**src/rtl/lbuf_pkg.sv**
```systemverilog
package lbuf_pkg;

  // Strobes sent from the control unit to the datapath
  typedef struct packed {
    logic shiftEn;     // capture this beat into every lane
    logic windowFull;  // initial fill complete
  } lbuf_ctrl_t;

  function automatic int ceilDiv(input int num, input int den);
    return (num + den - 1) / den;
  endfunction

  function automatic int bitsFor(input int maxVal);
    return (maxVal < 2) ? 1 : $clog2(maxVal + 1);
  endfunction

endpackage

```
**src/rtl/lbuf_ctrl.sv**
```systemverilog
module lbuf_ctrl
  import lbuf_pkg::*;
#(
  parameter int DEPTH     = 7,
  parameter int FILL_BEATS = 18,
  parameter int AW        = 3
) (
  input  logic          clk,
  input  logic          rst,
  input  logic          inValid,
  output lbuf_ctrl_t    ctrl,
  output logic [AW-1:0] wrAddr,
  output logic [AW-1:0] rdAddr
);

  localparam int FW = bitsFor(FILL_BEATS);
  localparam logic [AW-1:0] LAST_ADDR = AW'(DEPTH - 1);
  localparam logic [FW-1:0] FILL_MAX  = FW'(FILL_BEATS);

  logic [FW-1:0] fillCnt;
  logic [AW-1:0] wrNext;
  logic [AW-1:0] rdNext;

  always_comb begin
    wrNext = (wrAddr == LAST_ADDR) ? '0 : wrAddr + AW'(1);
    rdNext = (rdAddr == LAST_ADDR) ? '0 : rdAddr + AW'(1);
  end

  // Write address counter
  always_ff @(posedge clk) begin
    if (rst) begin
      wrAddr <= '0;
    end else if (inValid) begin
      wrAddr <= wrNext;
    end
  end

  // Read address counter
  always_ff @(posedge clk) begin
    if (rst) begin
      rdAddr <= '0;
    end else if (inValid) begin
      rdAddr <= rdNext;
    end
  end

  // Saturating fill counter
  always_ff @(posedge clk) begin
    if (rst) begin
      fillCnt <= '0;
    end else if (inValid && (fillCnt != FILL_MAX)) begin
      fillCnt <= fillCnt + FW'(1);
    end
  end

  always_comb begin
    ctrl.shiftEn    = inValid;
    ctrl.windowFull = (fillCnt == FILL_MAX);
  end

endmodule

```
**src/rtl/lbuf_fifo.sv**
```systemverilog
module lbuf_fifo #(
  parameter int PIX_W = 8,
  parameter int DEPTH = 7,
  parameter int AW    = 3
) (
  input  logic             clk,
  input  logic             rst,
  input  logic             wrEn,
  input  logic [AW-1:0]    wrAddr,
  input  logic [AW-1:0]    rdAddr,
  input  logic [PIX_W-1:0] wrData,
  output logic [PIX_W-1:0] rdData
);

  logic [PIX_W-1:0] mem [DEPTH];

  // Storage is never cleared
  always_ff @(posedge clk) begin
    if (wrEn) begin
      mem[wrAddr] <= wrData;
    end
  end

  // Registered read returns the entry before this beat overwrites it
  always_ff @(posedge clk) begin
    if (rst) begin
      rdData <= '0;
    end else if (wrEn) begin
      rdData <= mem[rdAddr];
    end
  end

endmodule

```
**src/rtl/lbuf_datapath.sv**
```systemverilog
module lbuf_datapath
  import lbuf_pkg::*;
#(
  parameter int PIX_W    = 8,
  parameter int PACK     = 2,
  parameter int WIN_ROWS = 3,
  parameter int TAP_LEN  = 2,
  parameter int DEPTH    = 7,
  parameter int AW       = 3
) (
  input  logic                                 clk,
  input  logic                                 rst,
  input  lbuf_ctrl_t                           ctrl,
  input  logic [AW-1:0]                        wrAddr,
  input  logic [AW-1:0]                        rdAddr,
  input  logic [PACK*PIX_W-1:0]                inData,
  output logic [WIN_ROWS*TAP_LEN*PACK*PIX_W-1:0] winPix
);

  localparam int WORD_W = PACK * PIX_W;

  logic [PIX_W-1:0]  laneIn   [WIN_ROWS][PACK];
  logic [PIX_W-1:0]  fifoOut  [WIN_ROWS-1][PACK];
  logic [WORD_W-1:0] rowWord  [WIN_ROWS];
  logic [WORD_W-1:0] taps     [WIN_ROWS][TAP_LEN];

  for (genvar r = 0; r < WIN_ROWS; r++) begin : g_row
    for (genvar p = 0; p < PACK; p++) begin : g_lane
      if (r == 0) begin : g_src_input
        assign laneIn[r][p] = inData[p*PIX_W +: PIX_W];
      end else begin : g_src_fifo
        assign laneIn[r][p] = fifoOut[r-1][p];
      end

      if (r < WIN_ROWS - 1) begin : g_delay
        lbuf_fifo #(
          .PIX_W (PIX_W),
          .DEPTH (DEPTH),
          .AW    (AW)
        ) u_fifo (
          .clk    (clk),
          .rst    (rst),
          .wrEn   (ctrl.shiftEn),
          .wrAddr (wrAddr),
          .rdAddr (rdAddr),
          .wrData (laneIn[r][p]),
          .rdData (fifoOut[r][p])
        );
      end

      assign rowWord[r][p*PIX_W +: PIX_W] = laneIn[r][p];
    end

    // Tap shift register with parallel outputs
    always_ff @(posedge clk) begin
      if (rst) begin
        for (int s = 0; s < TAP_LEN; s++) begin
          taps[r][s] <= '0;
        end
      end else if (ctrl.shiftEn) begin
        taps[r][0] <= rowWord[r];
        for (int s = 1; s < TAP_LEN; s++) begin
          taps[r][s] <= taps[r][s-1];
        end
      end
    end

    for (genvar s = 0; s < TAP_LEN; s++) begin : g_tap_out
      assign winPix[(r*TAP_LEN + s)*WORD_W +: WORD_W] = taps[r][s];
    end
  end

endmodule

```
**src/rtl/packed_line_buffer.sv**
```systemverilog
module packed_line_buffer
  import lbuf_pkg::*;
#(
  parameter int PIX_W    = 8,
  parameter int PACK     = 2,
  parameter int IMG_W    = 16,
  parameter int WIN_ROWS = 3,
  parameter int WIN_COLS = 3
) (
  input  logic clk,
  input  logic rst,
  input  logic inValid,
  input  logic [PACK*PIX_W-1:0] inData,
  output logic winValid,
  output logic [WIN_ROWS*lbuf_pkg::ceilDiv(WIN_COLS+PACK-1, PACK)*PACK*PIX_W-1:0] winPix
);

  localparam int LINE_BEATS = IMG_W / PACK;
  localparam int DEPTH      = LINE_BEATS - 1;
  localparam int TAP_LEN    = ceilDiv(WIN_COLS + PACK - 1, PACK);
  localparam int FILL_BEATS = (WIN_ROWS - 1) * LINE_BEATS + TAP_LEN;
  localparam int AW         = (DEPTH > 1) ? $clog2(DEPTH) : 1;

  lbuf_ctrl_t    ctrl;
  logic [AW-1:0] wrAddr;
  logic [AW-1:0] rdAddr;

  lbuf_ctrl #(
    .DEPTH      (DEPTH),
    .FILL_BEATS (FILL_BEATS),
    .AW         (AW)
  ) u_ctrl (
    .clk     (clk),
    .rst     (rst),
    .inValid (inValid),
    .ctrl    (ctrl),
    .wrAddr  (wrAddr),
    .rdAddr  (rdAddr)
  );

  lbuf_datapath #(
    .PIX_W    (PIX_W),
    .PACK     (PACK),
    .WIN_ROWS (WIN_ROWS),
    .TAP_LEN  (TAP_LEN),
    .DEPTH    (DEPTH),
    .AW       (AW)
  ) u_dp (
    .clk    (clk),
    .rst    (rst),
    .ctrl   (ctrl),
    .wrAddr (wrAddr),
    .rdAddr (rdAddr),
    .inData (inData),
    .winPix (winPix)
  );

  assign winValid = ctrl.windowFull;

endmodule

```
**config.mk**
```make
export PLATFORM = sky130hd
export DESIGN_NAME = packed_line_buffer
export DESIGN_NICKNAME = d
export VERILOG_FILES = /design/src/rtl/lbuf_pkg.sv /design/src/rtl/lbuf_ctrl.sv /design/src/rtl/lbuf_fifo.sv /design/src/rtl/lbuf_datapath.sv /design/src/rtl/packed_line_buffer.sv
export SDC_FILE = /design/constraint.sdc
export NUM_CORES = 1
export LEC_CHECK = 0
export CAP_MARGIN = 10
export CORE_MARGIN = 2
export CORE_UTILIZATION = 62
export CTS_CLUSTER_SIZE = 12
export DETAILED_ROUTE_END_ITERATION = 10
export GPL_ROUTABILITY_DRIVEN = 0
export HOLD_SLACK_MARGIN = 0.03
export MAX_ROUTING_LAYER = met4
export PLACE_DENSITY = 0.95
export SLEW_MARGIN = 0
export SYNTH_ARGS = -nofsm -noshare
export SYNTH_HDL_FRONTEND = slang
export SYNTH_SLANG_ARGS = --single-unit
```
**constraint.sdc**
```tcl
create_clock -name clk -period 13.3 [get_ports clk]
set_clock_uncertainty 0.15 [all_clocks]
set_input_delay 2.66 -clock clk [delete_from_list [all_inputs] [get_ports clk]]
set_output_delay 2.66 -clock clk [all_outputs]
set_load 0.005 [all_outputs]
```
Word level (Yosys, flattened, before mapping)
Memory sizes are Yosys's and may differ from the RTL's. A register that Yosys moved wholly into a read port is not among the register bits. Cells that the tools add are included.

Add/sub/neg operators: 3. Equality and inequality tests: 4. Mux-type cells: 14. Bitwise operators: 6. Reductions and logical operators: 1.

Operators with widths (number): 16-bit two-way mux (6); 3-bit by 1-bit adder with 3-bit output, second input constant (2); 3-bit == test, second input constant (2); 1-bit two-way mux (6); 3-bit two-way mux (2); 1-bit bitwise OR (6); 5-bit by 1-bit adder with 5-bit output, second input constant (1); 5-bit == test, second input constant (1); 5-bit inequality test, second input constant (1); 1-bit logical AND (1).

Register bits after elaboration: 11. Memory bits (writable): 320. Input bits: 19. Output and inout port bits: 97. Logic and storage cells: 36. Memories: 5.

Memory list: u_dp.taps (words 3, bits a word 32, rd ports 3, clocked after memory_dff 0, wr ports 3, line lbuf_datapath.sv:25) `logic [WORD_W-1:0] taps [WIN_ROWS][TAP_LEN];`; u_dp.g_row[0].g_lane[0].g_delay.u_fifo.mem (words 7, bits a word 8, rd ports 1, clocked after memory_dff 1, wr ports 1, line lbuf_fifo.sv:15) `logic [PIX_W-1:0] mem [DEPTH];`; u_dp.g_row[0].g_lane[1].g_delay.u_fifo.mem (words 7, bits a word 8, rd ports 1, clocked after memory_dff 1, wr ports 1, line lbuf_fifo.sv:15); u_dp.g_row[1].g_lane[0].g_delay.u_fifo.mem (words 7, bits a word 8, rd ports 1, clocked after memory_dff 1, wr ports 1, line lbuf_fifo.sv:15); u_dp.g_row[1].g_lane[1].g_delay.u_fifo.mem (words 7, bits a word 8, rd ports 1, clocked after memory_dff 1, wr ports 1, line lbuf_fifo.sv:15).

Longest topological paths before layout
Depth after elaboration: 4. Mapped depth: 6. Mapped depth without buffers: 6.

By module
From an unflattened synthesis, not the netlist that was laid out.

Cell total of the unflattened synthesis: 872. Area, all modules: 14600.3 um^2.

By module, submodules not included: lbuf_fifo (times used 4, cells each 151, area an instance 2529.9 um^2, seq. area each 1841.8 um^2); lbuf_datapath (times used 1, cells each 213, area an instance 3966.3 um^2, seq. area each 2882.8 um^2); lbuf_ctrl (times used 1, cells each 55, area an instance 514.2 um^2, seq. area each 220.2 um^2).

Worst setup path before layout
Ideal clock, no wire load.

Kind: input to register. Start: in inValid. End: mem u_dp.g_row[0].g_lane[0].g_delay.u_fifo.mem[4][0], enable pin. Library setup time: 0.461 ns. Data arrival time: 5.434 ns. Required time: 12.689 ns. Path slack: 7.255 ns. Stages on the path: 4. Path buffers: 2. Cell sequence: buf_4 > clkbuf_1 > nand2_1 > nor3_1.

Longest elaborated chain between the ends: 2.

RTL lines: start, declared (line packed_line_buffer.sv:12) `input logic inValid,`; 1-bit two-way mux (line lbuf_fifo.sv:19) `if (wrEn) begin`; 1-bit two-way mux (implied by the code) (line lbuf_fifo.sv:20) `mem[wrAddr] <= wrData;`; end, declared (line lbuf_fifo.sv:15).

Every way passes these cells.

==> impl_metrics.yaml <==
floorplan:
  coreArea_sq_um: 21600
  num_rows: 54
  die_x_microns: 152
  fp.dieH_microns: 152
  ios: 116
  initial_utilization: 0.625
  dieArea_sq_um: 23000
route:
  drc: 0
  wire_per_inst_microns: 21.3
  vias: 7158
  via_per_inst: 5.88
  ant_nets: 0
  drt_wl_total_microns: 25900
  drtPass1Iterations: 5
  drt-initial-drc-count: 583
yosys:
  synthXorXnorAreaFrac: 0.00130
  synth_top_family_by_area: "simple AND/OR/NAND/NOR gates"
  ys_async_sr_fraction: 0
  syn_area_sq_um: 13500
  ys_warn_count: 0
  yosys.area_share.simple: 0.106
  synthAdderAreaFrac: 0.00185
  syn_inst: 787
  synth_edf_count: 320
  synth_cell_types: 33
  ys_seq_area_frac: 0.775
  synth_top_area_share: 0.711
  synth_top_area_cell: "edfxtp_1"
  syn_nets: 808
  synth_compound_area_frac: 0.0440
  avgSynthCellArea_sq_um: 17.2
  synth_top_flop_cell: "edfxtp_1"
  yosysMostFrequentCell: "edfxtp_1"
  synth_common_cells: "320 x edfxtp_1, 96 x and2_1, 72 x nand2_1, 65 x nor2b_1, 43 x dfxtp_1"
  synth_mux_area_frac: 0.0548
  synthTopCellsByArea: "edfxtp_1 71%, dfxtp_1 6.4%, mux4_2 5.3%"
  synth_seq_cells: 363
sta:
  rsz0062_at_grt: "no"
  setup-violations-final: 0
  maxSlewHeadroom: 0.265
  finalHoldViolations: 0
  min_period_ps: 4830
  tightestPinTransition_ps: 1100
  final_min_period_over_clock_period: 0.363
  drv_slew: 0
  fin_tns_setup_ps: 0
  fmax_mhz: 207
  setup_ws_ps: 8470
worst_setup_path:
  max_stage_delay_ps: 960
  path_buf_inv: 4
  worst_path_max_delay_cell: "clkdlybuf4s50_1"
  crit_chain: "clkdlybuf4s50_1 -> nor2_2 -> buf_4 -> inv_4 -> buf_16"
  endpoint_kind: "flip-flop"
  crit_fanout: 55
  arrival_ps: 4860
  worstSetupPathType: "primary input to flip-flop"
  r2r_cells: 4
  reg2reg_slack_ps: 10590
  crit_family: "buffers and inverters"
  critical_path_required_ps: 13340
  critPathLaunchType: "primary input"
  timing.rr.start: "u_ctrl.rdAddr[0]"
global_route:
  grt_util_met2: 0.405
  antenna_found_initial: 0
  grt_pass1_wl_microns: 39800
  grt_max_degree: 102
  gr-usage-met3: 0.0374
  grt-ovfl-total: 0
  met1_usage: 0.293
  grtUsageTotal: 0.239
  grt_busiest_layer: "met2"
  grt_pass1_vias: 7326
layout:
  diodes: 0
  finalNonFillerCells: 1217
  drive_above_1_share: 0.107
  final_nets: 931
  fin_area_sq_um: 16000
  area_growth_pct: 18.6
clock_network:
  cts_root_buffer: "clkbuf_16"
  clk_latency_ps: 530
  cts_tree: "yes"
  htreeDepth: 2
  path_clk_slew_ps: 60
  postCtsSetupRepairBufs: 0
  cts_sinks: 363
  cts_made_buffers: 36
  cts_buffer_depth: 3
  ctsHoldBuffers: 0
  ctsResizeCount: 0
worst_hold_path:
  hold_path.class: "flip-flop to flip-flop"
  holdPathStages: 2
placed_design:
  dp_slack_ps: 7810
  place_hpwl_microns: 14300
  placed_area_sq_um: 14900
  placed_cells: 1151
  port_buffers: 115
run_status:
  status: "finished clean"
pwr:
  cellPowerDensity_nw_per_um2: 149
  leakage_nw: 5.41
  vdd_ir_drop_max_uv: 110
run:
  drv_cap: 0
routing by layer:
metal / share of wire / up-vias
li1: - / 3213
met1: 0.40 / 3597
met2: 0.52 / 290
met3: 0.058 / 58
met4: 0.029 / 0
met5: 0 / -
per-stage QoR:
stage | hold slack [ps] | utilization | power, mW
global placement | 284 | 0.691 | 1.48
global route | 327 | 0.741 | 2.47
finish | 307 | 0.741 | 2.40
floorplan | 274 | - | 1.42
detailed placement | 295 | 0.691 | 1.49
CTS | 308 | 0.740 | 2.41
report_power, final:
part / switching (mW) / internal [mW]
clock: 0.391 / 0.532
sequential: 0.0316 / 1.29
combinational: 0.0723 / 0.0764
total: 0.495 / 1.90
worst max-delay path by stage:
stage,from,end,slack [ps],depth (start not counted)
2_1_floorplan,inValid,u_dp.g_row[0].g_lane[0].g_delay.u_fifo.mem[4][0],7250,4
3_3_place_gp,inValid,u_dp.taps[0][22],7960,4
6_report,inValid,u_dp.taps[0][4],8470,5
4_1_cts,inValid,u_dp.taps[0][6],8320,4
5_1_grt,inValid,u_dp.taps[0][4],8350,5
3_5_place_dp,inValid,u_dp.taps[0][22],7810,4
worst register-to-register path: cells and delay by family (launching register included):
kind	cells	cell delay (ps)
compound gates	1	180
buf+inv	1	720
flops	1	710
mux	1	630
simple gates	1	140
flip-flops by register name, indices dropped and copies added (netlist names):
register,flops
u_dp.g_row.g_lane.g_delay.u_fifo.rdData,32
u_ctrl.fillCnt,5
u_dp.g_row.g_lane.g_delay.u_fifo.mem,224
u_dp.taps,96
u_ctrl.wrAddr,3
u_ctrl.rdAddr,3
layout make-up:
cell class,instances,area (sq um)
Inverter,6,25.0
Tap cell,280,350
Timing Repair Buffer,129,1280
Clock buffer,63,1040
Clock inverter,2,17.5
Sequential cell,363,10500
Multi-Input combinational cell,374,2840
Fill cell,1215,5600
placed cells by master (no fill, tap or decap), types with 2 or more instances in the layout:
cell,n
nand3_1,2
o21ai_0,4
buf_4,13
inv_6,2
nand4_1,2
a211oi_1,32
nand2_1,72
nor2_2,5
clkbuf_1,24
clkbuf_16,37
mux2i_1,2
edfxtp_1,320
ha_1,2
inv_1,5
clkbuf_8,2
nand2b_1,3
nor2_1,4
a21oi_1,9
nor3_2,2
mux4_2,32
nor2b_1,65
clkdlybuf4s50_1,115
o311ai_0,2
o311ai_1,30
and2_1,96
xor2_1,2
dfxtp_1,41
logic make-up after synthesis:
logic type | after synthesis
flip-flops | 363
AND/OR/NAND/NOR | 258
AO/OA/AOI/OAI | 78
adder cells (fa/ha/maj) | 2
buffers and inverters | 50
multiplexers | 34
XOR/XNOR | 2
Power figures use the tool's default switching activity.
